==> src/rtl/swapbus_pkg.sv <==
package swapbus_pkg;
  localparam int unsigned NUM_GP    = 4;
  localparam int unsigned NUM_STORE = NUM_GP + 1;
  localparam int unsigned NUM_SRC   = NUM_STORE + 1;
  localparam int unsigned SEL_W     = 3;
  localparam int unsigned IDX_W     = 2;
  localparam int unsigned TMP_IDX   = NUM_GP;
  localparam int unsigned EXT_IDX   = NUM_STORE;

  typedef enum logic [1:0] {
    OP_COPY = 2'd0,
    OP_PAIR = 2'd1,
    OP_XCHG = 2'd2,
    OP_LOAD = 2'd3
  } op_e;
endpackage

==> src/rtl/swapbus_store.sv <==
module swapbus_store #(
  parameter int unsigned DATA_W  = 8,
  parameter int unsigned NUM_REG = 5
) (
  input  logic                            clk,
  input  logic                            rst_n,
  input  logic [NUM_REG-1:0]              ld,
  input  logic [DATA_W-1:0]               bus_data,
  output logic [NUM_REG-1:0][DATA_W-1:0]  q
);
  for (genvar g = 0; g < NUM_REG; g++) begin : g_reg
    always_ff @(posedge clk or negedge rst_n) begin
      if (!rst_n) begin
        q[g] <= '0;
      end else if (ld[g]) begin
        q[g] <= bus_data;
      end
    end
  end
endmodule

==> src/rtl/swapbus_srcmux.sv <==
module swapbus_srcmux #(
  parameter int unsigned DATA_W = 8,
  parameter int unsigned NUM_IN = 6,
  parameter int unsigned SEL_W  = 3
) (
  input  logic [NUM_IN-1:0][DATA_W-1:0] src,
  input  logic [SEL_W-1:0]              sel,
  output logic [DATA_W-1:0]             bus
);
  logic [NUM_IN-1:0] hit;

  for (genvar s = 0; s < NUM_IN; s++) begin : g_dec
    assign hit[s] = (sel == SEL_W'(s));
  end

  always_comb begin
    bus = '0;
    for (int s = 0; s < NUM_IN; s++) begin
      bus = bus | (src[s] & {DATA_W{hit[s]}});
    end
  end
endmodule

==> src/rtl/swapbus_seq.sv <==
module swapbus_seq
  import swapbus_pkg::*;
(
  input  logic                 clk,
  input  logic                 rst_n,
  input  logic                 cmd_valid,
  input  logic [1:0]           cmd_op,
  input  logic [IDX_W-1:0]     cmd_dst_a,
  input  logic [IDX_W-1:0]     cmd_src_a,
  input  logic [IDX_W-1:0]     cmd_dst_b,
  input  logic [IDX_W-1:0]     cmd_src_b,
  output logic                 busy,
  output logic                 done,
  output logic [SEL_W-1:0]     sel,
  output logic [NUM_STORE-1:0] ld
);
  logic             run_q, run_d;
  logic [1:0]       step_q, step_d;
  logic             done_q, done_d;
  op_e              op_q;
  logic [IDX_W-1:0] da_q, sa_q, db_q, sb_q;
  logic             accept;
  logic [1:0]       last_step;

  function automatic logic [NUM_STORE-1:0] pick(input logic [SEL_W-1:0] idx);
    return NUM_STORE'(1) << idx;
  endfunction

  assign accept = cmd_valid && !run_q;

  always_comb begin
    case (op_q)
      OP_PAIR: last_step = 2'd1;
      OP_XCHG: last_step = (da_q == sa_q) ? 2'd0 : 2'd2;
      default: last_step = 2'd0;
    endcase
  end

  always_comb begin
    run_d  = run_q;
    step_d = step_q;
    done_d = 1'b0;
    if (run_q) begin
      if (step_q == last_step) begin
        run_d  = 1'b0;
        step_d = 2'd0;
        done_d = 1'b1;
      end else begin
        step_d = step_q + 2'd1;
      end
    end else if (accept) begin
      run_d  = 1'b1;
      step_d = 2'd0;
    end
  end

  always_ff @(posedge clk or negedge rst_n) begin
    if (!rst_n) begin
      run_q  <= 1'b0;
      step_q <= 2'd0;
      done_q <= 1'b0;
    end else begin
      run_q  <= run_d;
      step_q <= step_d;
      done_q <= done_d;
    end
  end

  always_ff @(posedge clk or negedge rst_n) begin
    if (!rst_n) begin
      op_q <= OP_COPY;
      da_q <= '0;
      sa_q <= '0;
      db_q <= '0;
      sb_q <= '0;
    end else if (accept) begin
      op_q <= op_e'(cmd_op);
      da_q <= cmd_dst_a;
      sa_q <= cmd_src_a;
      db_q <= cmd_dst_b;
      sb_q <= cmd_src_b;
    end
  end

  always_comb begin
    sel = '0;
    ld  = '0;
    if (run_q) begin
      case (op_q)
        OP_COPY: begin
          sel = SEL_W'(sa_q);
          ld  = pick(SEL_W'(da_q));
        end
        OP_PAIR: begin
          if (step_q == 2'd0) begin
            sel = SEL_W'(sa_q);
            ld  = pick(SEL_W'(da_q));
          end else begin
            sel = SEL_W'(sb_q);
            ld  = pick(SEL_W'(db_q));
          end
        end
        OP_XCHG: begin
          if (da_q == sa_q) begin
            sel = SEL_W'(da_q);
          end else begin
            case (step_q)
              2'd0: begin
                sel = SEL_W'(da_q);
                ld  = pick(SEL_W'(TMP_IDX));
              end
              2'd1: begin
                sel = SEL_W'(sa_q);
                ld  = pick(SEL_W'(da_q));
              end
              default: begin
                sel = SEL_W'(TMP_IDX);
                ld  = pick(SEL_W'(sa_q));
              end
            endcase
          end
        end
        default: begin
          sel = SEL_W'(EXT_IDX);
          ld  = pick(SEL_W'(da_q));
        end
      endcase
    end
  end

  assign busy = run_q;
  assign done = done_q;
endmodule

==> src/rtl/regswap_bus_top.sv <==
module regswap_bus_top
  import swapbus_pkg::*;
#(
  parameter int unsigned DATA_W = 8
) (
  input  logic                     clk,
  input  logic                     rst_n,
  input  logic                     cmd_valid,
  input  logic [1:0]               cmd_op,
  input  logic [1:0]               cmd_dst_a,
  input  logic [1:0]               cmd_src_a,
  input  logic [1:0]               cmd_dst_b,
  input  logic [1:0]               cmd_src_b,
  input  logic [DATA_W-1:0]        ext_data,
  output logic                     busy,
  output logic                     done,
  output logic [2:0]               bus_sel,
  output logic [4:0]               bus_load,
  output logic [DATA_W-1:0]        bus_data,
  output logic [4*DATA_W-1:0]      gp_regs,
  output logic [DATA_W-1:0]        tmp_reg
);
  logic [1:0]                        rst_pipe;
  logic                              rst_int_n;
  logic [NUM_STORE-1:0][DATA_W-1:0]  store_q;
  logic [NUM_SRC-1:0][DATA_W-1:0]    src_all;

  always_ff @(posedge clk or negedge rst_n) begin
    if (!rst_n) begin
      rst_pipe <= 2'b00;
    end else begin
      rst_pipe <= {rst_pipe[0], 1'b1};
    end
  end
  assign rst_int_n = rst_pipe[1];

  swapbus_seq u_seq (
    .clk       (clk),
    .rst_n     (rst_int_n),
    .cmd_valid (cmd_valid),
    .cmd_op    (cmd_op),
    .cmd_dst_a (cmd_dst_a),
    .cmd_src_a (cmd_src_a),
    .cmd_dst_b (cmd_dst_b),
    .cmd_src_b (cmd_src_b),
    .busy      (busy),
    .done      (done),
    .sel       (bus_sel),
    .ld        (bus_load)
  );

  assign src_all = {ext_data, store_q};

  swapbus_srcmux #(
    .DATA_W (DATA_W),
    .NUM_IN (NUM_SRC),
    .SEL_W  (SEL_W)
  ) u_mux (
    .src (src_all),
    .sel (bus_sel),
    .bus (bus_data)
  );

  swapbus_store #(
    .DATA_W  (DATA_W),
    .NUM_REG (NUM_STORE)
  ) u_store (
    .clk      (clk),
    .rst_n    (rst_int_n),
    .ld       (bus_load),
    .bus_data (bus_data),
    .q        (store_q)
  );

  for (genvar g = 0; g < NUM_GP; g++) begin : g_out
    assign gp_regs[g*DATA_W +: DATA_W] = store_q[g];
  end
  assign tmp_reg = store_q[TMP_IDX];
endmodule

==> config.mk <==
export PLATFORM = sky130hd
export DESIGN_NAME = regswap_bus_top
export DESIGN_NICKNAME = d
export VERILOG_FILES = /design/src/rtl/swapbus_pkg.sv /design/src/rtl/swapbus_store.sv /design/src/rtl/swapbus_srcmux.sv /design/src/rtl/swapbus_seq.sv /design/src/rtl/regswap_bus_top.sv
export SDC_FILE = /design/constraint.sdc
export NUM_CORES = 1
export LEC_CHECK = 0
export BUFFER_PORTS_ARGS = -buffer_cell sky130_fd_sc_hd__buf_2
export CAP_MARGIN = 0
export CORE_MARGIN = 8
export CORE_UTILIZATION = 30
export DETAILED_ROUTE_END_ITERATION = 8
export PLACE_DENSITY = 0.46
export SLEW_MARGIN = 25
export SYNTH_ARGS = -nofsm -noshare
export SYNTH_HDL_FRONTEND = slang
export SYNTH_HIERARCHICAL = 1
export SYNTH_SLANG_ARGS = --single-unit
==> constraint.sdc <==
create_clock -name clk -period 4.8 [get_ports clk]
set_input_delay 0.72 -clock clk [delete_from_list [all_inputs] [get_ports clk]]
set_output_delay 0.72 -clock clk [all_outputs]
set_load 0.03 [all_outputs]
==> results by group <==
Status
  • Outcome: completed

Finish
  • Fill count: about 1,000
  • Layout cells sized above 1: between 40% and 50%
  • Final Util: between 30% and 40%
  • Antenna Diode Count: 0
  • Final instance area: about 3800 µm²
  • Final instance count without filler cells: 471
  • Register area: around 1400 µm²
  • Syn-to-layout area delta: 19.0%
  • Multi-input logic area: around 1600 µm²
  • Layout net count: approximately 360

GRT
  • Grt met3 use: roughly 3.5%
  • Gr usage total: between 10% and 20%
  • Gr ovfl total: 0
  • Global-route layer with the greatest usage: met2
  • Antenna violations before repair: 0
  • Met2 GRT Util: approximately 20%
  • GRT met1 Usage: between 10% and 20%
  • Largest net degree at the start of global routing: 55
  • Vias in the first global route: around 2,500
  • First-pass GRT wire length: between 10,000 and 15,000 µm

Timing
  • Fin crit period: around 3900 ps
  • Skew final: ~11 ps
  • Max Clock Freq: between 0.2 and 0.3 GHz
  • Final setup violation count: 0
  • Slew headroom: between 30% and 40%
  • Final hold slack: around 170 ps
  • RSZ-0062 raised after global routing: no
  • Measured slew at the worst slew-check pin: ~920 ps
  • Final setup margin: 882 ps
  • Max Slew Vio Count: 0
  • Fin crit share: slightly above 80%
  • Post-Route Setup TNS: 0 ps
  • Final hold vios: 0

Worst setup path
  • Critical path's slowest cell: nor2b_1
  • Critical path buffer and inverter count: 3
  • R2R setup slack: 1840 ps
  • Most Frequent Cell on Critical Path: o31a_1
  • CP Class: flop to primary output
  • CP max stage delay: roughly 520 ps
  • Peak fanout along the critical path: 28
  • Crit path launch type: flop
  • Delay-heaviest family, CP: compound AO/OA/AOI/OAI gates
  • RR Startpoint: u_seq/step_q[0]
  • Crit-path cells: inv_1 > ha_1 > nand2_1 > a21oi_2 > o31a_1 > o31a_1 > buf_4 > nor2b_1 > a22oi_1 > o311ai_1 > buf_2
  • R2r endpoint: u_store/q[1]
  • CP required: 4080 ps
  • Worst R2R Path Depth: 11
  • Arrival time worst endpoint: between 3000 and 4000 ps
  • Crit path capture type: primary output

Die
  • Die width: 119 µm
  • FP Rows: 37
  • Die H: between 100 and 150 µm
  • Core Area: around 10,000 µm²
  • Initial core utilization: about 31%
  • Die area: approximately 14,000 µm²
  • IO Count: 79

Logic synthesis
  • Synth cell types: 50
  • Flops & latches, synth: 56
  • Syn_nets: about 290
  • Post-Synthesis Cells: 259
  • Sequential fraction of the synthesis area: 44.0%
  • Cell area after synthesis: around 3200 µm²
  • Synth warnings: 6
  • Syn_area_per_cell: 12.3 µm²

Clock tree
  • Clock slew at reported path FFs: 100 ps
  • Clock sink count: 56
  • CTS resizes: 0
  • Num CTS Buffers: 5
  • Root buf cell: clkbuf_8
  • Clk Latency, worst-skew pair: between 300 and 400 ps
  • Clock buffer depth: 2
  • H-tree depth: 2
  • CTS tree: yes
  • Hold_buf cts: 0
  • Post-CTS Setup Bufs: 0

Detailed routing
  • Vias: approximately 2,300
  • Iter 0 DRT Violations: 89
  • DRT Wirelength: ~8600 µm
  • WL/cell: approximately 18 µm
  • Vias/cell: between 4 and 5
  • Drt first pass iters: 4
  • ANT nets after route: 0
  • DRC violations left: 0

Power and ir drop
  • PD cells: between 700 and 800 nW/µm²
  • Worst IR Drop VDD: 359 µV
  • Total Power: between 2 and 3 mW
  • P_leak: roughly 1.8 nW

Place
  • Placed Area: roughly 3700 µm²
  • Gpl congestion: about 0.78
  • Placed insts: between 400 and 500
  • Port bufs: just under 80
  • Dpl hpwl: 6250 µm
  • Setup WS pre-CTS: about 1200 ps

Min path
  • Worst hold path type: input port to asynchronous set/reset pin

Job
  • Max-Cap Viols: 0
-- state kept, by name (all words and copies together) (netlist names) --
register and flops:
u_seq/db_q 2, u_store/q 40, u_seq/sa_q 2, u_seq/busy 1
u_seq/sb_q 2, u_seq/da_q 2, u_seq/step_q 2, rst_pipe 2
u_seq/done 1, u_seq/op_q 2
-- metal layers --
metal / share of wire (%) / vias to the layer above
li1: - / 1086
met1: 48 / 1143
met2: 46 / 61
met3: 5.8 / 5
met4: 0.71 / 0
met5: 0 / -
-- cell type report --
type	instances	area share [%]
well taps	136	4.48
flip-flops and latches	56	37.0
inverters	8	0.791
clock inverters	2	1.02
multi-input cells	178	43.2
repair buffers	85	11.7
clock buffers	6	1.91
-- cell families (layout without fill, tap and decap cells) --
logic type | after synthesis | after routing | share of synthesized area, %
mux | 59 | 59 | 25.1
simple gates | 58 | 58 | 10.2
flops | 56 | 56 | 44.0
compound gates | 50 | 50 | 11.5
buf+inv | 25 | 101 | 5.10
fa+ha+maj | 6 | 6 | 2.35
xor+xnor | 4 | 4 | 1.57
other cells | 1 | 1 | 0.118
-- cell usage in the layout, fill, tap and decap left out, types with 2 or more instances in the layout --
master	instances
a211o_1	2
a21oi_1	6
a21oi_2	2
a22oi_1	3
a31oi_1	6
and2_1	2
and4b_1	4
buf_2	78
buf_4	7
clkbuf_8	5
dfrtp_1	55
ha_1	6
inv_1	8
mux2_1	2
mux2_2	6
mux2_4	40
mux2i_1	11
nand2_1	17
nand2b_1	3
nand3_1	5
nand3b_1	4
nor2_1	7
nor2b_1	5
nor3_1	4
o211ai_2	2
o21a_1	7
o21ai_0	5
o21ai_1	3
o221ai_1	2
o311ai_1	2
o31a_1	2
o31ai_2	2
xnor2_1	2
xnor2_2	2
-- cells in the mapped netlist (all sizes together) --
cell type,instances,share of area (%)
o21ai,8,1.3
nand4b,1,0.27
o21a,7,1.6
nor2b,5,0.98
o31ai,2,0.47
a32oi,1,0.27
and2,2,0.39
o311ai,2,0.55
o211ai,2,0.78
o221ai,2,0.55
nand3,5,0.78
buf,13,3.7
inv,8,0.94
ha,6,2.4
a21o,1,0.24
nor3,4,0.63
o2111ai,1,0.27
nand3b,4,0.94
a31oi,6,1.2
mux2,48,22
mux2i,11,3.5
dfrtp,56,44
a211o,2,0.55
or3b,1,0.27
nand2b,3,0.59
a22oi,3,0.71
a21oi,9,1.9
conb,1,0.12
xnor2,4,1.6
nor3b,1,0.39
nand2,17,2.0
clkbuf,4,0.47
and4b,4,1.3
o31a,2,0.55
and3,2,0.43
a32o,1,0.31
nand4,1,0.20
a221o,1,0.31
nor4b,1,0.27
nor2,7,0.82
-- how the worst max path moves through the flow --
stage / startpoint / end / depth (start not counted)
5_1_grt: u_seq/step_q[1] / bus_data[7] / 11
3_3_place_gp: u_seq/op_q[0] / bus_data[2] / 11
2_1_floorplan: u_seq/da_q[0] / bus_data[2] / 8
6_report: u_seq/step_q[1] / bus_data[2] / 11
3_5_place_dp: u_seq/step_q[1] / bus_data[2] / 11
4_1_cts: u_seq/step_q[1] / bus_data[2] / 11
-- report_power, final --
| part | leakage, nW | switching (mW) | internal [mW] | total, mW |
|---|---|---|---|---|
| Combinational | 1.05 | 1.09 | 0.671 | 1.76 |
| Sequential | 0.734 | 0.189 | 0.635 | 0.824 |
| Clock | 0.0558 | 0.167 | 0.158 | 0.325 |
| Total | 1.84 | 1.45 | 1.46 | 2.91 |
No activity file was read; power rests on OpenSTA's default activity.
